$ cat config.mk
export PLATFORM = sky130hd
export DESIGN_NAME = sertx
export DESIGN_NICKNAME = d
export VERILOG_FILES = /design/src/rtl/sertx.sv
export SDC_FILE = /design/constraint.sdc
export NUM_CORES = 1
export LEC_CHECK = 0
export CAP_MARGIN = 40
export CORE_MARGIN = 5
export CORE_UTILIZATION = 45
export CTS_CLUSTER_DIAMETER = 60
export DETAILED_ROUTE_END_ITERATION = 12
export GPL_TIMING_DRIVEN = 1
export PLACE_DENSITY = 0.76
export REMOVE_ABC_BUFFERS = 1
export SETUP_SLACK_MARGIN = 0.5
export SLEW_MARGIN = 40
export SYNTH_ARGS = -nofsm -noshare
export SYNTH_HDL_FRONTEND = slang
export SYNTH_SLANG_ARGS = --single-unit
$ cat constraint.sdc
create_clock -name clk -period 7.6 [get_ports clk]
set_input_delay 2.28 -clock clk [delete_from_list [all_inputs] [get_ports clk]]
set_output_delay 2.28 -clock clk [all_outputs]
set_load 0.02 [all_outputs]
$ cat src/rtl/sertx.sv
module sertx (
  input  logic       clk,
  input  logic       rst_n,
  input  logic       baud_tick,
  input  logic       wr_valid,
  input  logic       wr_nine,
  input  logic [8:0] wr_data,
  input  logic       cfg_nine,
  input  logic       cfg_par_en,
  input  logic       cfg_par_odd,
  input  logic       cfg_bit8_dflt,
  input  logic [1:0] cfg_delay,
  input  logic       cfg_auto_tri,
  input  logic       cfg_inv,
  input  logic       cfg_sc_mode,
  input  logic       cfg_sc_retx,
  input  logic       cfg_err_off,
  input  logic       cfg_always_tx,
  input  logic       en_pulse,
  input  logic       rx_frame_err,
  input  logic       rx_parity_err,
  input  logic       rx_full,
  input  logic       line_in,
  output logic       tx_out,
  output logic       tx_tri,
  output logic       underflow,
  output logic       tx_idle,
  output logic       tx_enabled,
  output logic       hold_full
);

  typedef enum logic [2:0] {S_IDLE, S_WAIT, S_START, S_DATA, S_PAR, S_STOP, S_GUARD} st_t;

  st_t        st;
  logic [8:0] hold_q, frm;
  logic       hold_v, en_q, uflow_q, raw;
  logic [3:0] idx;
  logic [1:0] dcnt;

  wire err_kill  = cfg_err_off & (rx_frame_err | rx_parity_err);
  wire room      = !cfg_always_tx || !rx_full;
  wire ready     = en_q && hold_v && room;
  wire [3:0] last_idx = cfg_nine ? 4'd8 : 4'd7;
  wire par_bit   = ^(cfg_nine ? frm : {1'b0, frm[7:0]}) ^ cfg_par_odd;
  wire stop_done = (st == S_STOP && !cfg_sc_mode) || (st == S_GUARD && line_in);
  wire load      = baud_tick && !err_kill && ready && (st == S_IDLE || stop_done);

  always_ff @(posedge clk) begin
    if (!rst_n) begin
      hold_v <= 1'b0;
      hold_q <= '0;
    end else begin
      if (load) hold_v <= 1'b0;
      if (wr_valid && (!hold_v || load)) begin
        hold_v <= 1'b1;
        hold_q <= {wr_nine ? wr_data[8] : cfg_bit8_dflt, wr_data[7:0]};
      end
    end
  end

  always_ff @(posedge clk) begin
    if (!rst_n) begin
      st      <= S_IDLE;
      en_q    <= 1'b0;
      uflow_q <= 1'b0;
      frm     <= '0;
      idx     <= '0;
      dcnt    <= '0;
    end else begin
      uflow_q <= 1'b0;
      if (en_pulse) en_q <= 1'b1;
      if (err_kill) en_q <= 1'b0;
      if (err_kill) st <= S_IDLE;
      else if (baud_tick) begin
        if (load) frm <= hold_q;
        case (st)
          S_IDLE: begin
            if (load) begin
              st   <= (cfg_delay == 2'd0) ? S_START : S_WAIT;
              dcnt <= cfg_delay - 2'd1;
            end else if (en_q && cfg_always_tx && !rx_full && !hold_v) begin
              uflow_q <= 1'b1;
            end
          end
          S_WAIT:  if (dcnt == 2'd0) st <= S_START; else dcnt <= dcnt - 2'd1;
          S_START: begin st <= S_DATA; idx <= '0; end
          S_DATA:  if (idx == last_idx) st <= cfg_par_en ? S_PAR : S_STOP;
                   else idx <= idx + 4'd1;
          S_PAR:   st <= S_STOP;
          default: begin
            if (st == S_STOP && cfg_sc_mode) st <= S_GUARD;
            else if (st == S_GUARD && !line_in) st <= cfg_sc_retx ? S_START : S_IDLE;
            else if (load) st <= S_START;
            else st <= S_IDLE;
          end
        endcase
      end
    end
  end

  always_comb begin
    case (st)
      S_START: raw = 1'b0;
      S_DATA:  raw = frm[idx];
      S_PAR:   raw = par_bit;
      default: raw = 1'b1;
    endcase
  end

  assign tx_out     = raw ^ cfg_inv;
  assign tx_idle    = (st == S_IDLE) || (st == S_WAIT);
  assign tx_tri     = cfg_auto_tri && tx_idle;
  assign underflow  = uflow_q;
  assign tx_enabled = en_q;
  assign hold_full  = hold_v;

  assert_hold_kept_R12: assert property (@(posedge clk) disable iff (!rst_n)
    hold_v && wr_valid && !load |=> $stable(hold_q));

  assert_err_disables_R9: assert property (@(posedge clk) disable iff (!rst_n)
    err_kill |=> !tx_enabled && tx_idle);

  assert_state_on_strobe_R2: assert property (@(posedge clk) disable iff (!rst_n)
    !baud_tick && !err_kill |=> $stable(st));

  assert_start_on_strobe_R5: assert property (@(posedge clk) disable iff (!rst_n)
    $fell(tx_idle) |-> $past(baud_tick));

  assert_uflow_on_strobe_R11: assert property (@(posedge clk) disable iff (!rst_n)
    underflow |-> $past(baud_tick) && tx_idle);

  assert_quiet_when_off_R10: assert property (@(posedge clk) disable iff (!rst_n)
    !tx_enabled && tx_idle |=> tx_idle);

endmodule

==> flow_summary.toml <==
[drt]
drc = 0
num_vias = 1468
finalWirelength_um = 3730
first_pass_iters = 5
wl_per_cell_um = 13.6
route.antenna.remaining_nets = 0
viasPerCell = 5.34
drt_iter0_markers = 102

[synth]
async_reset_ff_frac = 0
synth_edf_count = 0
yosys.area.top_type_share = 0.347
synth_area_leaders = "dfxtp_1, mux2i_1, nand2_1, nor2b_1, a21boi_1"
synth_cells = 193
synthesis.area_um2 = 1730
synthFlopType = "dfxtp_1"
yosys_warnings = 0
yosysTopAreaCell = "dfxtp_1"
yosys.cell_types.count = 53
yosys_register_bits = 30
synth_commonest_cells = "dfxtp_1, nand2_1, mux2i_1, nor2_1, nor2b_1"
seq_area_frac_synth = 0.347
avgSynthCellArea_um2 = 8.97

[worst_setup_path]
cp_data_arrival_time_ns = 4.50
slowest_delay_ns = 0.62
critPathKind = "in -> out"
end_kind = "primary output"
crit_required_ns = 5.32
crit_slowest_cell = "clkdlybuf4s50_1"
critPathMaxFanout = 1
worstPathCellList = "clkdlybuf4s50_1 > xor2_1 > xnor2_1 > xnor3_1 > o22ai_1 > xor2_1 > clkdlybuf4s50_1"
cp-start-kind = "input port"

[sta]
worstMarginPinSlew_ns = 0.641
finalHoldWorstSlack_ns = 0.456
setup_violations = 0
hold_viol = 0
post-route-period-util = 0.892
setup_tns_ns = 0
fin_worst_skew_ns = 0.00139
drv_slew = 0
finalCriticalPeriod_ns = 6.78
max_freq_mhz = 147
slew_headroom = 0.571
grt_setup_unrepaired = "false"
layout_setup_ws_ns = 0.819

[die]
core_um2 = 3690
placementRows = 22
die_h_um = 72.0
dieArea_um2 = 5190
pin_count = 37
die_x_um = 72.0
initial_core_util = 0.469

[cells_and_area]
fin_nets = 259
syn_to_final_growth_pct = 26.0
finalInstanceArea_um2 = 2180
multi_input_area_um2 = 1060
fillerInstances = 338
drive_gt1_frac = 0.0793
fin_cells = 275
seq_area_um2 = 601
antenna_cells = 0
final_util = 0.592

[power_and_ir_drop]
combinationalPowerShare = 0.131
peakVddDrop_mv = 0.110
p_sw_mw = 0.0790
p_leak_nw = 0.767
p_int_mw = 0.249
p_total_mw = 0.328
switching_share = 0.241
powerDensity_nw_per_um2 = 150
p_clk_frac = 0.366
p_seq_frac = 0.503

[place]
io_buffers = 36
dpl.hpwl_um = 2690
dpl-instance-area_um2 = 2100
post-place-ws_ns = 0.809
dp.cells = 268
place_congestion = 0.854

[cts]
holdBufCountCts = 0
clockBufferDepth = 2
cts_max_level = 2
clock_sinks = 30
cts_tree = "yes"
cts_buffers = 5
cts_resized = 0
cts.reportedPaths.clkPinSlew_ns = 0.06
clock-root-buffer = "clkbuf_8"
cts_setup_buffers = 0
worst_skew_pair.late_latency_ns = 0.28

[grt]
grt_max_degree = 35
overflow = 0
grt_pass1_vias = 1351
antenna_found_initial = 0
grt_usage = 0.148
grt_pass1_wl_um = 6140

[min_path]
hold_class = "reg -> reg"

[job]
cap_viol_max_count = 0

[outcome]
status = "complete, no violations"
## cell usage in the layout, fill, tap and decap left out, types with 2 or more instances in the layout
cell type        Yosys  final
a21oi_1              4      4
xnor2_1              5      5
inv_1                4      4
clkbuf_8             0      5
o21a_1               2      2
nand2_1             30     30
clkdlybuf4s50_1      0     36
o21ai_0              3      3
nand2b_1             3      3
a21boi_1             6      6
o21ai_1              3      3
and2_1               3      3
nand3b_1             2      2
nor2_1              10     10
nand3_1              4      4
dfxtp_1             30     30
nor2b_1              9      9
mux2i_1             24     24
clkinv_2             0      2
a31oi_1              4      4
or3_1                3      3
xor2_1               4      4
## critical path, delay by kind of cell
family	cells	cell delay, ns
buf+inv	2	1.10
compound gates	1	0.22
xor+xnor	4	0.91
## state kept, by name (all words and copies together), names as in the netlist
signal,flops
hold_q,9
idx,4
st,3
underflow,1
tx_enabled,1
dcnt,2
hold_full,1
frm,9
## power by group through the flow
stage	combinational, mW	sequential (mW)	clock [mW]
after CTS	0.0433	0.165	0.121
after floorplan	0.0175	0.168	0
after global placement	0.0421	0.168	0
final	0.0430	0.165	0.120
after global routing	0.0463	0.165	0.127
after detailed placement	0.0429	0.168	0
## path summary, 6_finish.rpt
| kind | startpoint | endpoint | slack, ns | depth (start not counted) |
|---|---|---|---|---|
| worst max-delay path | cfg_par_odd | tx_out | 0.82 | 7 |
| worst min-delay path | hold_q[2] | hold_q[2] | 0.46 | 2 |
| worst max register to register | st[0] | frm[1] | 5.51 | 5 |
| worst min register to register | hold_q[2] | hold_q[2] | 0.46 | 2 |
## area by class of cell
class	count	share of cell area
flip-flops and latches	30	0.275
repair buffers	37	0.169
multi-input cells	149	0.486
clock buffers	5	0.0315
inverters	4	0.00688
well taps	48	0.0275
clock inverters	2	0.00459
## kinds of logic (layout without fill, tap and decap cells)
family	Yosys count	count (layout)	synth area share
buffers and inverters	14	48	0.0448
and+or+nand+nor	77	77	0.238
AOI/OAI and AO/OA	35	35	0.152
muxes	26	26	0.152
DFF	30	30	0.347
xor gates and xnor gates	10	10	0.0585
adders and majority gates	1	1	0.00722
## metal layers
layer,global-route usage,vias up,share of wire
met3,0.0291,6,0.051
li1,-,750,-
met4,0.0564,0,0.016
met2,0.241,41,0.48
met5,0,-,0
met1,0.195,671,0.45
Note: power is estimated with default switching activity, not from simulation.
